### config.mk
export PLATFORM = sky130hd
export DESIGN_NAME = dma_prio_arb
export DESIGN_NICKNAME = d
export VERILOG_FILES = /design/src/rtl/dma_prio_arb.sv
export SDC_FILE = /design/constraint.sdc
export NUM_CORES = 1
export LEC_CHECK = 0
export BUFFER_PORTS_ARGS = -buffer_cell sky130_fd_sc_hd__buf_4
export CAP_MARGIN = 20
export CELL_PAD_IN_SITES_DETAIL_PLACEMENT = 1
export CELL_PAD_IN_SITES_GLOBAL_PLACEMENT = 1
export CORE_AREA = 2 2 49 51
export CTS_BUF_LIST = sky130_fd_sc_hd__clkbuf_16
export DETAILED_ROUTE_END_ITERATION = 10
export DIE_AREA = 0 0 51 53
export GPL_TIMING_DRIVEN = 0
export PLACE_DENSITY = 0.84
export SLEW_MARGIN = 20
export SYNTH_ARGS = -nofsm -noshare
export SYNTH_HDL_FRONTEND = slang
export SYNTH_SLANG_ARGS = --single-unit
### constraint.sdc
create_clock -name clk -period 5.6 [get_ports clk]
set_clock_uncertainty 0.2 [all_clocks]
set_input_delay 0.56 -clock clk [delete_from_list [all_inputs] [get_ports clk]]
set_output_delay 0.56 -clock clk [all_outputs]
set_load 0.005 [all_outputs]
### src/rtl/dma_prio_arb.sv
module dma_prio_arb #(
  parameter int GRP = 4
) (
  input  logic                         clk,
  input  logic                         rst_n,
  input  logic [2*GRP-1:0]             req,
  input  logic [1:0]                   mode,
  input  logic                         mode_wr,
  input  logic                         xfer_end,
  input  logic [$clog2(2*GRP)-1:0]     end_ch,
  output logic [2*GRP-1:0]             grant,
  output logic                         grant_valid
);
  localparam int N  = 2 * GRP;
  localparam int CW = $clog2(N);
  localparam int RW = (GRP > 1) ? $clog2(GRP) : 1;
  localparam logic [1:0] M_FIX1 = 2'b00;
  localparam logic [1:0] M_FIX2 = 2'b01;
  localparam logic [1:0] M_ROT  = 2'b10;

  logic [RW-1:0] rr_top;
  logic          low_end;
  logic [RW-1:0] end_low;
  logic [RW-1:0] rr_next;

  assign low_end = int'(end_ch) < GRP;
  assign end_low = end_ch[RW-1:0];
  assign rr_next = (int'(end_low) == GRP - 1) ? '0 : end_low + 1'b1;

  always_ff @(posedge clk) begin
    if (!rst_n)                                 rr_top <= '0;
    else if (mode_wr)                           rr_top <= '0;
    else if (xfer_end && mode == M_ROT && low_end) rr_top <= rr_next;
  end

  function automatic int chan_at(input int p, input logic [1:0] m, input int top);
    if (m == M_FIX2)      return (p % 2 == 0) ? p / 2 : GRP + p / 2;
    else if (m == M_ROT)  return (p < GRP) ? (top + p) % GRP : p;
    else                  return p;
  endfunction

  always_comb begin
    logic found;
    grant = '0;
    found = 1'b0;
    for (int p = 0; p < N; p++) begin
      int c;
      c = chan_at(p, mode, int'(rr_top));
      if (!found && req[c]) begin
        grant[c] = 1'b1;
        found    = 1'b1;
      end
    end
  end

  assign grant_valid = |grant;


  p_onehot_r7: assert property (@(posedge clk) disable iff (!rst_n) $onehot0(grant));
  p_valid_r7:  assert property (@(posedge clk) disable iff (!rst_n) grant_valid == (|req));
  p_subset_r7: assert property (@(posedge clk) disable iff (!rst_n) (grant & ~req) == '0);

  p_fix1_r1: assert property (@(posedge clk) disable iff (!rst_n)
    (mode != M_ROT && mode != M_FIX2 && req[0]) |-> grant[0]);

  p_fix2_r2: assert property (@(posedge clk) disable iff (!rst_n)
    (mode == M_FIX2 && !req[0] && req[GRP]) |-> grant[GRP]);

  p_lowgrp_r4: assert property (@(posedge clk) disable iff (!rst_n)
    (mode == M_ROT && (|req[GRP-1:0])) |-> (|grant[GRP-1:0]));

  p_wrreset_r6: assert property (@(posedge clk) disable iff (!rst_n)
    ($past(mode_wr) && mode == M_ROT && req[0]) |-> grant[0]);

  p_rotate_r3: assert property (@(posedge clk) disable iff (!rst_n)
    ($past(xfer_end && !mode_wr && mode == M_ROT && low_end) && mode == M_ROT && (&req[GRP-1:0]))
      |-> grant == (N'(1) << ((int'($past(end_ch)) + 1) % GRP)));

  p_hiend_r5: assert property (@(posedge clk) disable iff (!rst_n)
    (xfer_end && !mode_wr && !low_end) |=> $stable(rr_top));
endmodule

==> results_dict.tcl <==
set metrics [dict create \
    p_switching_mw 0.04938 \
    hpwlAfterDp_um 2183 \
    grt_pass1_vias 1010 \
    wl_um 2806 \
    viasPerCell 6.098 \
    hp-class "primary input to flop" \
    grt_use_total_pct 23.13 \
    max_clock_freq_mhz 272.9 \
    syn_to_final_growth_pct 37.36 \
    portBuffers 25 \
    cts_resized 0 \
    nets 156 \
    synth_area_per_cell_um2 7.380 \
    finalWeightedCongestion 0.8804 \
    ant_nets 0 \
    largest_register_ffs 2 \
    internal-power_mw 0.1374 \
    arrival_ns 2.90 \
    drc_errors 0 \
    cts-root-buf "clkbuf_16" \
    cts_buffer_depth 2 \
    overflow 0 \
    crit_path_frequent_cell "buf_4" \
    seqPwrFrac_pct 7.9 \
    relSlewSlack_pct 69.08 \
    switching_share_pct 26.43 \
    h-tree-depth 1 \
    ys.flop_type "dfxtp_1" \
    synthDistinctLibCells 53 \
    powerDensity_nw_per_um2 170.6 \
    synth.net_count 126 \
    cp.required_ns 4.84 \
    clkTransAtPathRegs_ns 0.03 \
    pwr-share-clk_pct 56.8 \
    drv_cap 0 \
    combPwrFrac_pct 35.4 \
    synthCells 108 \
    final.setup.tns_ns 0 \
    worst_slew_pin_slew_ns 0.4627 \
    wl_per_cell_um 17.11 \
    worst_setup_path_start_kind "primary input" \
    antenna_found_initial 0 \
    grt_pass1_wl_um 4754 \
    cts_sinks 2 \
    cpLargestDelayFamily "compound AO/OA/AOI/OAI gates" \
    die-height_um 53 \
    initial_core_util_pct 37.10 \
    dr.pass1.iters 4 \
    coreArea_um2 2148 \
    die_w_um 51 \
    critical_path_buf_inv_count 3 \
    grt_max_degree 11 \
    ys_ff_latch 2 \
    vdd_drop_max_mv 0.2113 \
    die_area_um2 2703 \
    hold_viol_final 0 \
    hold_slack_ns 0.4107 \
    cellLeakagePower_nw 0.4485 \
    reg.largest.list "rr_top x2" \
    drt_iter0_drc 16 \
    vias 1000 \
    cts_setup_buffers 0 \
    placementRows 17 \
    slowest_stage "or4b_1" \
    endpoint_kind "output pin" \
    path_class "primary input to output pin" \
    ff2ff_setup_slack_ns 4.44 \
    drive_above_1_share_pct 30.88 \
    async_reset_ff_share_pct 0 \
    critPathMaxStageDelay_ns 0.49 \
    path_cells "buf_4, buf_2, nor2b_1, a221oi_1, o221ai_4, mux2_2, o22ai_1, a2111oi_0, or4b_1, buf_4" \
    regMostFlops "rr_top" \
    finalSetupViolations 0 \
    ioPinCount 26 \
    rsz0062_at_grt "false" \
    maxSlewViolCount 0 \
    fin_crit_ns 3.665 \
    post-route-period-util_pct 65.45 \
    cts_buffers 3 \
    syn-cell-area_um2 797.0 \
    cts_tree "yes" \
    postCtsHoldBufs 0 \
    seq_area_frac_synth_pct 5.024 \
    diodes 0 \
    clk_latency_ns 0.22 \
    fill_cells 278 \
    synth_edf_count 0 \
    run_status "finished clean" \
    synth_warnings 0 \
    cp_max_fo 10 \
]
## layout make-up
| type | count | area (µm²) | area share [%] |
|---|---|---|---|
| Multi-Input combinational cell | 98 | 711.9 | 65.03 |
| Timing Repair Buffer | 25 | 187.7 | 17.14 |
| Clock buffer | 3 | 75.07 | 6.857 |
| Sequential cell | 2 | 40.04 | 3.657 |
| Tap cell | 28 | 35.03 | 3.200 |
| Buffer | 5 | 33.78 | 3.086 |
| Inverter | 3 | 11.26 | 1.029 |
## logic make-up after synthesis
kind of cell	share of synthesized area, %
simple gates	42.07
compound gates	39.09
buf+inv	5.651
mux	6.593
flops	5.024
fa+ha+maj	1.570
## worst register-to-register path: stages (launching register included)
cell and delay, ns:
dfxtp_1 0.43, buf_2 0.27, mux2i_1 0.10, nor2_1 0.10
## per-stage QoR
| stage | worst slack [ns] | total power, mW | std cells | instance area [µm²] | utilization (%) |
|---|---|---|---|---|---|
| 5_1_grt | 1.740 | 0.1969 | 164 | 1095 | 50.96 |
| 3_5_place_dp | 1.898 | 0.08033 | 161 | 1020 | 47.47 |
| 4_1_cts | 1.902 | 0.1887 | 164 | 1095 | 50.96 |
| 3_3_place_gp | 1.998 | 0.07789 | 161 | 1020 | 47.47 |
| 6_report | 1.935 | 0.1868 | 164 | 1095 | 50.96 |
| 2_1_floorplan | 2.403 | 0.05327 | 108 | 797.0 | - |
## Yosys cell counts (2+ instances only)
library cell	count	area, µm²
a21o_1	3	22.52
nand2_1	5	18.77
nand2b_1	7	43.79
and3_1	2	12.51
and3b_1	2	17.52
o22ai_1	2	12.51
and4b_1	2	20.02
mux2i_1	3	30.03
inv_1	3	11.26
o21a_1	2	15.01
nor2b_1	5	31.28
a31oi_1	3	18.77
nor3_1	3	15.01
mux2_2	2	22.52
buf_2	3	15.01
o21ai_1	3	15.01
a221oi_1	2	17.52
o21ai_0	6	30.03
o21bai_1	2	15.01
dfxtp_1	2	40.04
nand3b_1	2	15.01
nor3b_1	2	15.01
and4bb_2	2	25.02
nor2_1	10	37.54
nand3_1	2	10.01
## final timing paths
kind                            end  cells after the start              startpoint
max                     grant_valid                     10                  req[2]
min          rr_top[0]$_SDFFE_PP0P_                      3                   rst_n
max reg2reg  rr_top[0]$_SDFFE_PP0P_                      3  rr_top[0]$_SDFFE_PP0P_
min reg2reg  rr_top[0]$_SDFFE_PP0P_                      3  rr_top[0]$_SDFFE_PP0P_
## power by group through the flow
stage / registers (mW) / logic, mW / clock network [mW]
after global routing: 0.0147 / 0.0726 / 0.110
after CTS: 0.0147 / 0.0659 / 0.108
after floorplan: 0.0148 / 0.0385 / 0
after global placement: 0.0148 / 0.0631 / 0
after detailed placement: 0.0148 / 0.0655 / 0
final: 0.0147 / 0.0660 / 0.106
## cells in the final DEF (no fill, tap or decap), types with 3 or more instances in the layout
cell and count:
a21o_1 3, nor2_1 10, buf_4 26, nor3_1 3, o21ai_1 3, buf_2 3, mux2i_1 3, inv_1 3
a31oi_1 3, nor2b_1 5, nand2_1 5, nand2b_1 7, clkbuf_16 3, o21ai_0 6
## per-layer routing
layer	up-vias	routed length (µm)	global-route usage, %
met4	0	25	8.108
met3	4	76	1.695
met2	22	1419	42.64
li1	486	-	-
met5	-	0	0
met1	488	1285	27.99
Note: power is estimated with default switching activity, not from simulation.
